## src/rtl/lowmem_pkg.sv

```systemverilog
package lowmem_pkg;

    typedef enum logic [2:0] {
        TGT_DRAM    = 3'd0,
        TGT_DRAM_RO = 3'd1,
        TGT_PCI     = 3'd2,
        TGT_WR_DROP = 3'd3,
        TGT_OOR     = 3'd4
    } tgt_e;

    typedef enum logic [2:0] {
        REG_LOW   = 3'd0,
        REG_SMRAM = 3'd1,
        REG_SEG   = 3'd2,
        REG_BIOS  = 3'd3,
        REG_OOR   = 3'd4
    } region_e;

    localparam int          ATTR_BYTES  = 7;
    localparam logic [7:0]  ATTR_BASE   = 8'h59;
    localparam logic [7:0]  SMRAM_OFS   = 8'h72;
    localparam logic [7:0]  SMRAM_RST   = 8'h02;
    localparam int          SMRAM_EN_B  = 3;
    localparam int          SMRAM_OPEN_B = 6;

    localparam logic [19:0] LOW_TOP     = 20'hA0000;
    localparam logic [19:0] SMRAM_TOP   = 20'hC0000;
    localparam logic [19:0] SEG_TOP     = 20'hF0000;

endpackage

```

## src/rtl/lowmem_cfg_regs.sv

```systemverilog
module lowmem_cfg_regs
    import lowmem_pkg::*;
#(
    parameter int         N_ATTR   = ATTR_BYTES,
    parameter logic [7:0] BASE_OFS = ATTR_BASE,
    parameter logic [7:0] CTL_OFS  = SMRAM_OFS,
    parameter logic [7:0] CTL_RST  = SMRAM_RST
) (
    input  logic                       clk,
    input  logic                       rst_n,
    input  logic                       wr_en,
    input  logic [7:0]                 wr_addr,
    input  logic [7:0]                 wr_data,
    output logic [N_ATTR-1:0][7:0]     attr_bytes,
    output logic [7:0]                 smram_ctl
);

    for (genvar g = 0; g < N_ATTR; g++) begin : g_attr
        localparam logic [7:0] MY_OFS = BASE_OFS + 8'(g);
        always_ff @(posedge clk or negedge rst_n) begin
            if (!rst_n) begin
                attr_bytes[g] <= 8'h00;
            end else if (wr_en && (wr_addr == MY_OFS)) begin
                attr_bytes[g] <= wr_data;
            end
        end
    end

    always_ff @(posedge clk or negedge rst_n) begin
        if (!rst_n) begin
            smram_ctl <= CTL_RST;
        end else if (wr_en && (wr_addr == CTL_OFS)) begin
            smram_ctl <= wr_data;
        end
    end

endmodule

```

## src/rtl/lowmem_addr_region.sv

```systemverilog
module lowmem_addr_region
    import lowmem_pkg::*;
#(
    parameter int ADDR_W    = 32,
    parameter int N_ATTR    = ATTR_BYTES,
    parameter int SEG_COUNT = 12,
    parameter int SEG_SHIFT = 14
) (
    input  logic [ADDR_W-1:0]      acc_addr,
    input  logic [N_ATTR-1:0][7:0] attr_bytes,
    output region_e                region,
    output logic [1:0]             attr_field
);

    localparam int SEG_IDX_W = $clog2(SEG_COUNT);
    localparam int BLK_W     = 20 - SEG_SHIFT;
    localparam logic [BLK_W-1:0] SEG_FIRST_BLK = BLK_W'(SMRAM_TOP >> SEG_SHIFT);

    logic [19:0]                   lo_addr;
    logic                          above_1m;
    logic [BLK_W-1:0]              blk_rel;
    logic [SEG_IDX_W-1:0]          seg_idx;
    logic [SEG_COUNT-1:0][1:0]     seg_field;
    logic [1:0]                    seg_sel;

    assign lo_addr  = acc_addr[19:0];
    assign above_1m = |acc_addr[ADDR_W-1:20];
    assign blk_rel  = lo_addr[19:SEG_SHIFT] - SEG_FIRST_BLK;
    assign seg_idx  = blk_rel[SEG_IDX_W-1:0];

    // two segments share each byte: even index low nibble, odd index high nibble
    for (genvar g = 0; g < SEG_COUNT; g++) begin : g_seg
        assign seg_field[g] = attr_bytes[1 + g / 2][(g % 2) * 4 +: 2];
    end

    always_comb begin
        seg_sel = 2'b00;
        for (int k = 0; k < SEG_COUNT; k++) begin
            if (seg_idx == SEG_IDX_W'(k)) begin
                seg_sel = seg_field[k];
            end
        end
    end

    always_comb begin
        if (above_1m) begin
            region     = REG_OOR;
            attr_field = 2'b00;
        end else if (lo_addr >= SEG_TOP) begin
            region     = REG_BIOS;
            attr_field = attr_bytes[0][5:4];
        end else if (lo_addr >= SMRAM_TOP) begin
            region     = REG_SEG;
            attr_field = seg_sel;
        end else if (lo_addr >= LOW_TOP) begin
            region     = REG_SMRAM;
            attr_field = 2'b00;
        end else begin
            region     = REG_LOW;
            attr_field = 2'b00;
        end
    end

endmodule

```

## src/rtl/lowmem_target_map.sv

```systemverilog
module lowmem_target_map
    import lowmem_pkg::*;
(
    input  region_e     region,
    input  logic [1:0]  attr_field,
    input  logic        is_write,
    input  logic [7:0]  smram_ctl,
    input  logic        smm_active,
    output tgt_e        tgt,
    output logic        smram_open
);

    tgt_e attr_tgt;

    assign smram_open = (smm_active && smram_ctl[SMRAM_EN_B]) || smram_ctl[SMRAM_OPEN_B];

    always_comb begin
        unique case (attr_field)
            2'd3:    attr_tgt = TGT_DRAM;
            2'd1:    attr_tgt = is_write ? TGT_WR_DROP : TGT_DRAM_RO;
            default: attr_tgt = TGT_PCI;
        endcase
    end

    always_comb begin
        unique case (region)
            REG_LOW:   tgt = TGT_DRAM;
            REG_SMRAM: tgt = smram_open ? TGT_DRAM : TGT_PCI;
            REG_SEG:   tgt = attr_tgt;
            REG_BIOS:  tgt = attr_tgt;
            default:   tgt = TGT_OOR;
        endcase
    end

endmodule

```

## src/rtl/lowmem_attr_decoder.sv

```systemverilog
module lowmem_attr_decoder
    import lowmem_pkg::*;
#(
    parameter int ADDR_W    = 32,
    parameter int SEG_COUNT = 12,
    parameter int SEG_SHIFT = 14
) (
    input  logic              clk,
    input  logic              rst_n,
    input  logic              cfg_wr_en,
    input  logic [7:0]        cfg_wr_addr,
    input  logic [7:0]        cfg_wr_data,
    input  logic              smm_active,
    input  logic [ADDR_W-1:0] acc_addr,
    input  logic              acc_is_write,
    output logic [2:0]        tgt_code,
    output logic              smram_visible
);

    logic [ATTR_BYTES-1:0][7:0] attr_bytes;
    logic [7:0]                 smram_ctl;
    region_e                    region;
    logic [1:0]                 attr_field;
    tgt_e                       tgt;
    logic                       open_w;

    lowmem_cfg_regs #(
        .N_ATTR   (ATTR_BYTES),
        .BASE_OFS (ATTR_BASE),
        .CTL_OFS  (SMRAM_OFS),
        .CTL_RST  (SMRAM_RST)
    ) regs_i (
        .clk        (clk),
        .rst_n      (rst_n),
        .wr_en      (cfg_wr_en),
        .wr_addr    (cfg_wr_addr),
        .wr_data    (cfg_wr_data),
        .attr_bytes (attr_bytes),
        .smram_ctl  (smram_ctl)
    );

    lowmem_addr_region #(
        .ADDR_W    (ADDR_W),
        .N_ATTR    (ATTR_BYTES),
        .SEG_COUNT (SEG_COUNT),
        .SEG_SHIFT (SEG_SHIFT)
    ) region_i (
        .acc_addr   (acc_addr),
        .attr_bytes (attr_bytes),
        .region     (region),
        .attr_field (attr_field)
    );

    lowmem_target_map map_i (
        .region     (region),
        .attr_field (attr_field),
        .is_write   (acc_is_write),
        .smram_ctl  (smram_ctl),
        .smm_active (smm_active),
        .tgt        (tgt),
        .smram_open (open_w)
    );

    assign tgt_code      = tgt;
    assign smram_visible = open_w;

endmodule

```

## config.mk

```make
export PLATFORM = sky130hd
export DESIGN_NAME = lowmem_attr_decoder
export DESIGN_NICKNAME = d
export VERILOG_FILES = /design/src/rtl/lowmem_pkg.sv /design/src/rtl/lowmem_cfg_regs.sv /design/src/rtl/lowmem_addr_region.sv /design/src/rtl/lowmem_target_map.sv /design/src/rtl/lowmem_attr_decoder.sv
export SDC_FILE = /design/constraint.sdc
export NUM_CORES = 1
export LEC_CHECK = 0
export CORE_MARGIN = 2
export CORE_UTILIZATION = 39
export DETAILED_ROUTE_END_ITERATION = 8
export GPL_TIMING_DRIVEN = 0
export PLACE_DENSITY = 0.73
export SKIP_LAST_GASP = 1
export SYNTH_ARGS = -nofsm -noshare
export SYNTH_HDL_FRONTEND = slang
export SYNTH_SLANG_ARGS = --single-unit
```

## constraint.sdc

```tcl
create_clock -name clk -period 2.6 [get_ports clk]
set_input_delay 0.52 -clock clk [delete_from_list [all_inputs] [get_ports clk]]
set_output_delay 0.52 -clock clk [all_outputs]
set_load 0.02 [all_outputs]
```

==> results.py, run 1 <==
metrics = {
    "route": {
        "drt-vias-per-instance": 5.27,
        "drtIter0Drc": 33,
        "routedWlPerCell_um": 16.9,
        "firstDrtPassIters": 4,
        "drc_errors": 0,
        "drt_wl_total_um": 3810,
        "ant_nets": 0,
        "vias": 1192,
    },
    "sta": {
        "setup_viol": 0,
        "max-slew-margin-rel_pct": 58.0,
        "hold_violations": 0,
        "tightestPinTransition_ns": 0.630,
        "post-route-period-util_pct": 96.0,
        "clock.fmax_mhz": 401,
        "fin_worst_skew_ns": 0,
        "period_needed_ns": 2.50,
        "maxSlewViolCount": 0,
        "tns_ns": 0,
    },
    "floorplan": {
        "die_h_um": 67.5,
        "io_pins": 57,
        "start_util_pct": 39.9,
        "die_w_um": 67.5,
        "core-area_um2": 3940,
        "dieArea_um2": 4560,
        "rows": 23,
    },
    "power": {
        "seqPwrFrac_pct": 52.6,
        "vdd_ir_drop_max_uv": 370,
        "netSwitchingFraction_pct": 23.9,
        "leakage_nw": 0.991,
        "p_comb_share_pct": 17.6,
        "clockPowerShare_pct": 29.9,
        "power.internal_uw": 674,
        "p_sw_uw": 212,
        "p_per_area_nw_per_um2": 420,
    },
    "cts": {
        "clk_latency_ns": 0.27,
        "cts_sinks": 28,
        "cts-root-buf": "clkbuf_8",
        "postCtsHoldBufs": 0,
        "cts_made_buffers": 3,
        "cts_max_path_buffers": 2,
        "clk_pin_slew_ns": 0.09,
        "htree_levels": 1,
        "cts_tree": "done",
    },
    "grt": {
        "antenna_found_initial": 0,
        "grt_max_degree": 29,
        "first_global_vias": 1219,
        "grt_pass1_wl_um": 5900,
        "track_usage_pct": 17.5,
        "grt_overflow_total": 0,
    },
    "setup_path": {
        "crit_type": "in2out",
        "worst_setup_path_start_kind": "input port",
        "cp.arrival_ns": 1.98,
        "crit_fanout": 3,
        "cp_top_family": "compound AO/OA/AOI/OAI gates",
        "r2r_end": "regs_i.attr_bytes[25]",
        "cp_num_buf_inv": 2,
        "crit_path_start": "acc_addr[25]",
        "timing.rr.start": "regs_i.attr_bytes[25]",
        "end_kind": "output port",
        "reg2reg_depth": 1,
        "path_cells": "clkbuf_2, nor4_4, nand3_2, a311o_1, a31o_1, o32ai_2, buf_4",
        "required_ns": 2.08,
        "cpMaxStageDelayCell": "a311o_1",
        "cp_slowest_stage_delay_ns": 0.33,
        "reg2reg_slack_ns": 1.79,
    },
    "synthesis": {
        "synthAdderAreaFrac_pct": 0,
        "synth_largest_area_cell": "dfrtp_1",
        "syn_area_um2": 1570,
        "ys.flop_type": "dfrtp_1",
        "synth_edf_count": 0,
        "yosysSeqAreaShare_pct": 44.6,
        "synth_cells": 131,
        "yosys_warnings": 0,
        "synth.avg_cell_area_um2": 12.0,
        "synth_nets": 184,
        "synth-compound-area-share_pct": 9.47,
        "synthXorXnorAreaFrac_pct": 0,
        "synth_area_leaders": "dfrtp_1 45%, mux2_1 10%, mux2_2 9.3%, mux4_2 2.9%, nor4_2 2.4%",
        "yosysMostFrequentCell": "dfrtp_1",
        "yosys_register_bits": 28,
        "synth_top_family_by_area": "multiplexers",
        "yosysUniqueCellTypes": 42,
        "async_flop_share_pct": 100,
        "synth_top_area_share_pct": 44.6,
        "synth_common_cells": "28 x dfrtp_1, 14 x mux2_1, 13 x mux2_2, 8 x nand2_1, 7 x nor2_1",
        "synth_simple_gate_area_share_pct": 19.3,
        "synthMuxAreaShare_pct": 22.8,
    },
    "layout": {
        "fin_area_um2": 2110,
        "fin_nets": 230,
        "syn2layout_area_growth_pct": 34.4,
        "fill_cells": 335,
        "n_antenna_cell": 0,
        "drive_gt1_share_pct": 33.5,
    },
    "job": {
        "drv_cap": 0,
    },
    "worst_hold_path": {
        "hold_class": "in2async",
    },
    "place": {
        "place.gp.congestion": 0.900,
        "place_area_um2": 2030,
        "port_buffers": 38,
        "dp_hpwl_um": 2890,
    },
    "status": {
        "status": "completed",
    },
}
## worst max-delay path by stage
stage	end	cells after the start	slack, ns
after global placement	tgt_code[1]	8	-0.77
after detailed placement	tgt_code[1]	8	-0.78
final	tgt_code[1]	7	0.10
after global routing	tgt_code[1]	7	-0.002
after floorplan	tgt_code[1]	5	0.07
after CTS	tgt_code[1]	7	-0.03
## layout make-up
cell class              count  area, um^2  share of cell area, %
multi-input cells          94         876                   41.4
flip-flops and latches     28         701                   33.2
repair buffers             41         354                   16.8
well taps                  50        62.6                   2.96
clock buffers               4        55.1                   2.61
plain buffers               5        50.0                   2.37
inverters                   4        15.0                  0.710
## per-layer routing
layer	part of all wire (%)	routed length (um)	up-vias	GRT usage, %
met5	0	0	-	0
met4	0.52	20	0	3.83
met3	5.0	190	2	2.50
met2	51	1930	30	29.5
met1	44	1680	574	23.7
li1	-	-	586	-
## layout by cell type, fill, tap and decap left out, types with 4 or more instances in the layout
cell and count:
dfrtp_1 28, clkdlybuf4s50_1 19, mux2_1 14, mux2_2 13, nor2_1 7, clkbuf_2 7
nand2_1 6, buf_2 5, buf_6 5, nand2b_1 5, inv_1 4, a21oi_1 4
clkbuf_8 4, buf_4 4
## repair_timing
item / in CTS / in global routing
buffers inserted: 0 / 3
endpoints found under the setup margin: 2 / 2
pin swaps: 7 / 9
resized for setup: 38 / 26
## cell families after synthesis
logic type / count (synthesis)
simple gates: 43
buf+inv: 9
compound gates: 21
flops: 28
mux: 30
## power groups by stage
| stage | clock, mW | sequential [mW] | combinational, mW |
|---|---|---|---|
| 4_1_cts | 0.271 | 0.466 | 0.150 |
| 3_5_place_dp | 0 | 0.475 | 0.152 |
| 3_3_place_gp | 0 | 0.474 | 0.147 |
| 6_report | 0.265 | 0.466 | 0.156 |
| 5_1_grt | 0.287 | 0.469 | 0.169 |
| 2_1_floorplan | 0 | 0.472 | 0.0647 |
## through the flow
step	power (mW)	worst slack (ns)	hold slack [ns]	cells	util, %
2_1_floorplan	0.536	0.0685	0.224	131	-
3_3_place_gp	0.620	-0.770	0.463	219	51.4
3_5_place_dp	0.627	-0.780	0.475	219	51.4
4_1_cts	0.887	-0.0318	0.497	223	52.9
5_1_grt	0.926	-0.00212	0.291	226	53.6
6_report	0.887	0.104	0.253	226	53.6
## flip-flops by register name, summed over array words and instances, names as in the netlist
signal	flops
regs_i.attr_bytes	26
regs_i.smram_ctl	2
Note: power is estimated with default switching activity, not from simulation.
==> run 2: changes to the inputs <==
--- a/config.mk
+++ b/config.mk
@@ -6,10 +6,11 @@
 export NUM_CORES = 1
 export LEC_CHECK = 0
 export CORE_MARGIN = 2
-export CORE_UTILIZATION = 39
+export CORE_UTILIZATION = 48
 export DETAILED_ROUTE_END_ITERATION = 8
 export GPL_TIMING_DRIVEN = 0
-export PLACE_DENSITY = 0.73
+export MAX_ROUTING_LAYER = met4
+export PLACE_DENSITY = 0.87
 export SKIP_LAST_GASP = 1
 export SYNTH_ARGS = -nofsm -noshare
 export SYNTH_HDL_FRONTEND = slang
==> run 2 against run 1 <==
Setup slack worse by 0.049 ns. Sequential power about the same. Cell area down 0.36%. Register-to-register slack about the same. Cell count down 1.3%. Clock-buffer cell count down 1. Sequential share of layout area up 0.12 points. Utilization up 15 points. Die area down 18%. Power up 2.4%. Critical path type unchanged. Critical endpoint unchanged.
==> results.py, run 2 (synthesis results as in run 1) <==
metrics = {
    "layout": {
        "drive_gt1_share_pct": 32.4,
        "reg_top3": "regs_i.attr_bytes x26, regs_i.smram_ctl x2",
        "mostFrequentLayoutCells": "28 x dfrtp_1, 18 x clkdlybuf4s50_1, 14 x mux2_1",
        "syn2layout_area_growth_pct": 33.9,
        "fin_nets": 233,
        "largest_register": "regs_i.attr_bytes",
        "fill_cells": 233,
        "regArea_um2": 701,
        "fin_util_pct": 68.4,
        "multi_input_area_um2": 858,
        "layout_commonest_cell": "dfrtp_1",
        "final_cells": 223,
        "largest_register_ffs": 26,
        "n_antenna_cell": 0,
    },
    "floorplan": {
        "start_util_pct": 51.1,
        "io_pins": 57,
        "dieArea_um2": 3750,
        "die_w_um": 61.2,
        "rows": 20,
        "core-area_um2": 3080,
        "die_h_um": 61.2,
    },
    "setup_path": {
        "crit_type": "in2out",
        "end_kind": "output port",
        "cp_slowest_stage_delay_ns": 0.33,
        "cp_num_buf_inv": 2,
        "cpMaxStageDelayCell": "a311o_1",
        "cp_top_family": "compound AO/OA/AOI/OAI gates",
        "cp.arrival_ns": 2.03,
        "worst_setup_path_start_kind": "input port",
        "required_ns": 2.08,
        "crit_fanout": 2,
        "path_cells": "clkdlybuf4s15_1, nor4_2, nand3_1, a311o_1, a31o_1, o32ai_2, buf_4",
    },
    "route": {
        "drc_errors": 0,
        "drtIter0Drc": 37,
        "routedWlPerCell_um": 17.4,
        "drt-vias-per-instance": 5.75,
        "drt_wl_total_um": 3880,
        "vias": 1283,
        "ant_nets": 0,
        "firstDrtPassIters": 4,
    },
    "cts": {
        "postCtsHoldBufs": 0,
        "clk_latency_ns": 0.34,
        "cts-root-buf": "clkbuf_4",
        "cts_max_path_buffers": 2,
        "htree_levels": 1,
        "clk_pin_slew_ns": 0.15,
        "cts_tree": "done",
        "cts_made_buffers": 3,
        "cts_sinks": 28,
    },
    "place": {
        "port_buffers": 38,
        "place.gp.congestion": 0.855,
        "dp.cells": 213,
        "dp_hpwl_um": 2970,
    },
    "sta": {
        "setup_viol": 0,
        "clock.fmax_mhz": 393,
        "tightestPinTransition_ns": 0.611,
        "tns_ns": 0,
        "max-slew-margin-rel_pct": 59.3,
        "fin_worst_skew_ns": 0,
        "hold_violations": 0,
        "rsz0062_at_grt": "true",
        "maxSlewViolCount": 0,
        "period_needed_ns": 2.55,
        "post-route-period-util_pct": 97.9,
    },
    "power": {
        "leakage_nw": 0.979,
        "vdd_ir_drop_max_uv": 373,
        "p_per_area_nw_per_um2": 431,
    },
    "job": {
        "drv_cap": 0,
    },
    "grt": {
        "first_global_vias": 1345,
        "grt_overflow_total": 0,
        "antenna_found_initial": 0,
        "track_usage_pct": 23.7,
        "grt_pass1_wl_um": 6160,
        "grt_max_degree": 29,
    },
    "status": {
        "status": "completed",
    },
    "worst_hold_path": {
        "hold_class": "in2async",
    },
}
## run 2: changes by cell type in the layout (fill, tap and decap cells not counted), sizes merged
cell,change
bufinv,+1
clkbuf,-2
buf,+1
dlygate4sd2,+5
dlymetal6s2s,-2
clkdlybuf4s15,+1
clkdlybuf4s50,-1
## run 2: final timing paths
path / slack, ns / startpoint / depth (start not counted) / end
max: 0.05 / acc_addr[28] / 7 / tgt_code[1]
max reg2reg: 1.78 / regs_i.attr_bytes[5] / 1 / regs_i.attr_bytes[5]
max in group asynchronous: 2.04 / rst_n / 1 / regs_i.attr_bytes[33]
min reg2reg: 0.51 / regs_i.attr_bytes[13] / 1 / regs_i.attr_bytes[13]
min: 0.16 / rst_n / 1 / regs_i.attr_bytes[44]
min in group clk: 0.51 / regs_i.attr_bytes[13] / 1 / regs_i.attr_bytes[13]
## run 2: power breakdown
group / leakage, nW / switching (mW) / total (mW) / internal, mW
clock: 0.0279 / 0.132 / 0.288 / 0.156
combinational: 0.570 / 0.0706 / 0.152 / 0.0813
sequential: 0.382 / 0.0113 / 0.468 / 0.457
total: 0.979 / 0.214 / 0.908 / 0.694
## run 2: layer usage
layer	global-route usage (%)	wire, um
met1	26.5	1500
met2	41.8	2030
met3	2.52	263
met4	11.8	99
met5	-	0
## run 2: repair_timing
item,CTS,global route
pin swaps,8,8
setup endpoints to repair,2,3
hold endpoints to repair,0,0
gates resized for setup,45,14
setup buffers,6,0
## run 2: final cells by class
type                    count  area share [%]
repair buffers             44            17.8
inverters                   4           0.713
plain buffers               5            2.38
well taps                  44            2.61
multi-input cells          94            40.8
flip-flops and latches     28            33.3
clock inverters             1            1.43
clock buffers               3            1.07
## run 2: per-stage QoR
| step | setup slack [ns] | hold WS, ns | power, mW | instance area (um^2) |
|---|---|---|---|---|
| final | 0.0547 | 0.163 | 0.908 | 2110 |
| after global routing | -0.0307 | 0.224 | 0.935 | 2110 |
| after CTS | 0.0124 | 0.507 | 0.909 | 2140 |
| after detailed placement | -0.815 | 0.476 | 0.627 | 2020 |
| after global placement | -0.762 | 0.463 | 0.618 | 2020 |
| after floorplan | 0.0685 | 0.224 | 0.536 | 1590 |
==> run 3: changes to the inputs <==
--- a/config.mk
+++ b/config.mk
@@ -5,12 +5,15 @@
 export SDC_FILE = /design/constraint.sdc
 export NUM_CORES = 1
 export LEC_CHECK = 0
+export CELL_PAD_IN_SITES_DETAIL_PLACEMENT = 1
+export CELL_PAD_IN_SITES_GLOBAL_PLACEMENT = 1
 export CORE_MARGIN = 2
-export CORE_UTILIZATION = 48
+export CORE_UTILIZATION = 37
 export DETAILED_ROUTE_END_ITERATION = 8
 export GPL_TIMING_DRIVEN = 0
 export MAX_ROUTING_LAYER = met4
 export PLACE_DENSITY = 0.87
+export SKIP_CTS_REPAIR_TIMING = 1
 export SKIP_LAST_GASP = 1
 export SYNTH_ARGS = -nofsm -noshare
 export SYNTH_HDL_FRONTEND = slang
==> run 3 against run 2 <==
Maximum frequency about the same. Utilization decreased by 16 points. Setup slack improved by 0.0012 ns. Via count decreased by 1.9%. Largest power group unchanged.
==> results.py, run 3 (synthesis results as in run 1) <==
metrics = {
    "layout": {
        "layout_commonest_cell": "dfrtp_1",
        "reg_top3": "regs_i.attr_bytes x26, regs_i.smram_ctl x2",
        "largest_register": "regs_i.attr_bytes",
        "largest_register_ffs": 26,
        "drive_gt1_share_pct": 29.5,
        "fin_area_um2": 2130,
        "n_antenna_cell": 0,
        "mostFrequentLayoutCells": "28 x dfrtp_1, 20 x clkdlybuf4s50_1, 14 x mux2_1",
        "fin_nets": 230,
        "final_cells": 226,
        "syn2layout_area_growth_pct": 35.4,
        "fin_util_pct": 52.5,
    },
    "sta": {
        "maxSlewViolCount": 0,
        "tightestPinTransition_ns": 1.19,
        "clock.fmax_mhz": 393,
        "setup_ws_ns": 0.0558,
        "fin_worst_skew_ns": 0,
        "period_needed_ns": 2.54,
        "max-slew-margin-rel_pct": 20.6,
        "setup_viol": 0,
        "tns_ns": 0,
        "post-route-period-util_pct": 97.9,
        "hold_violations": 0,
        "hold_slack_ns": 0.490,
    },
    "power": {
        "power.internal_uw": 676,
        "finalPower_uw": 882,
        "clockPowerShare_pct": 29.5,
        "p_per_area_nw_per_um2": 414,
        "seqPwrFrac_pct": 53.0,
        "leakage_nw": 1.05,
        "p_sw_uw": 206,
        "p_comb_share_pct": 17.4,
        "netSwitchingFraction_pct": 23.4,
        "vdd_ir_drop_max_uv": 336,
    },
    "cts": {
        "cts_tree": "done",
        "clk_latency_ns": 0.27,
        "cts_max_path_buffers": 2,
        "htree_levels": 1,
        "cts-root-buf": "clkbuf_8",
        "cts_sinks": 28,
        "clk_pin_slew_ns": 0.09,
        "cts_made_buffers": 3,
    },
    "route": {
        "drt-vias-per-instance": 5.57,
        "ant_nets": 0,
        "drc_errors": 0,
        "vias": 1258,
        "firstDrtPassIters": 4,
        "drtIter0Drc": 27,
        "routedWlPerCell_um": 17.8,
        "drt_wl_total_um": 4030,
    },
    "setup_path": {
        "required_ns": 2.08,
        "path_cells": "dlymetal6s2s_1, nor4_2, nand3_1, a311o_1, a31o_1, o32ai_2, buf_4",
        "end_kind": "output port",
        "crit_fanout": 3,
        "crit_type": "in2out",
        "worst_setup_path_start_kind": "input port",
        "cp_top_family": "compound AO/OA/AOI/OAI gates",
        "cp.arrival_ns": 2.02,
        "cp_num_buf_inv": 2,
        "cpMaxStageDelayCell": "a311o_1",
        "cp_slowest_stage_delay_ns": 0.30,
    },
    "status": {
        "status": "completed",
    },
    "floorplan": {
        "start_util_pct": 38.8,
        "die_h_um": 69.2,
        "io_pins": 57,
        "die_w_um": 69.2,
        "dieArea_um2": 4790,
        "rows": 23,
        "core-area_um2": 4060,
    },
    "place": {
        "place.gp.congestion": 0.838,
        "place_area_um2": 2030,
        "dp_hpwl_um": 3190,
        "place_ws_ns": -0.920,
        "port_buffers": 38,
        "dp.cells": 219,
    },
    "grt": {
        "antenna_found_initial": 0,
        "track_usage_pct": 17.9,
        "grt_pass1_wl_um": 6690,
        "grt_max_degree": 29,
        "first_global_vias": 1361,
        "grt_overflow_total": 0,
    },
    "worst_hold_path": {
        "hold_class": "reg2reg",
    },
    "job": {
        "drv_cap": 0,
    },
}
==> run 3: changes by cell type in the layout (fill, tap and decap cells not counted), moves of 2 or more <==
cell | before | now
dlymetal6s2s_1 | 1 | 10
dlygate4sd2_1 | 5 | 0
buf_4 | 7 | 3
clkbuf_8 | 0 | 4
clkdlybuf4s15_1 | 4 | 0
clkbuf_4 | 3 | 0
clkdlybuf4s50_1 | 18 | 20
==> run 3: cell type report <==
| class | count | area (um^2) |
|---|---|---|
| Sequential cell | 28 | 701 |
| Timing Repair Buffer | 41 | 388 |
| Multi-Input combinational cell | 94 | 858 |
| Fill cell | 425 | 1930 |
| Clock buffer | 4 | 55.1 |
| Inverter | 4 | 15.0 |
| Tap cell | 50 | 62.6 |
| Buffer | 5 | 50.0 |
==> run 3: power by group through the flow <==
stage	Sequential (mW)	Clock (mW)	Combinational, mW
global route	0.471	0.292	0.168
detailed placement	0.476	0	0.153
global placement	0.474	0	0.146
CTS	0.468	0.267	0.154
finish	0.468	0.260	0.154
floorplan	0.472	0	0.0647
==> run 3: path summary, 6_finish.rpt <==
| kind | start | to | slack, ns | cells after the start |
|---|---|---|---|---|
| setup / recovery | acc_addr[25] | tgt_code[1] | 0.06 | 7 |
| hold / removal | regs_i.attr_bytes[21] | regs_i.attr_bytes[21] | 0.49 | 1 |
| setup reg to reg | regs_i.attr_bytes[4] | regs_i.attr_bytes[4] | 1.78 | 1 |
| hold reg to reg | regs_i.attr_bytes[21] | regs_i.attr_bytes[21] | 0.49 | 1 |
| max in group asynchronous | rst_n | regs_i.attr_bytes[37] | 1.02 | 1 |
| min in group asynchronous | rst_n | regs_i.attr_bytes[52] | 0.88 | 1 |
==> run 3: metal layers <==
layer	share of wire, %	routed length (um)	track usage, %	up-vias
met5	0	0	-	-
met4	0.99	40	5.66	0
met3	3.8	153	2.47	4
met2	54	2170	32.1	36
met1	41	1670	20.6	636
li1	-	-	-	582
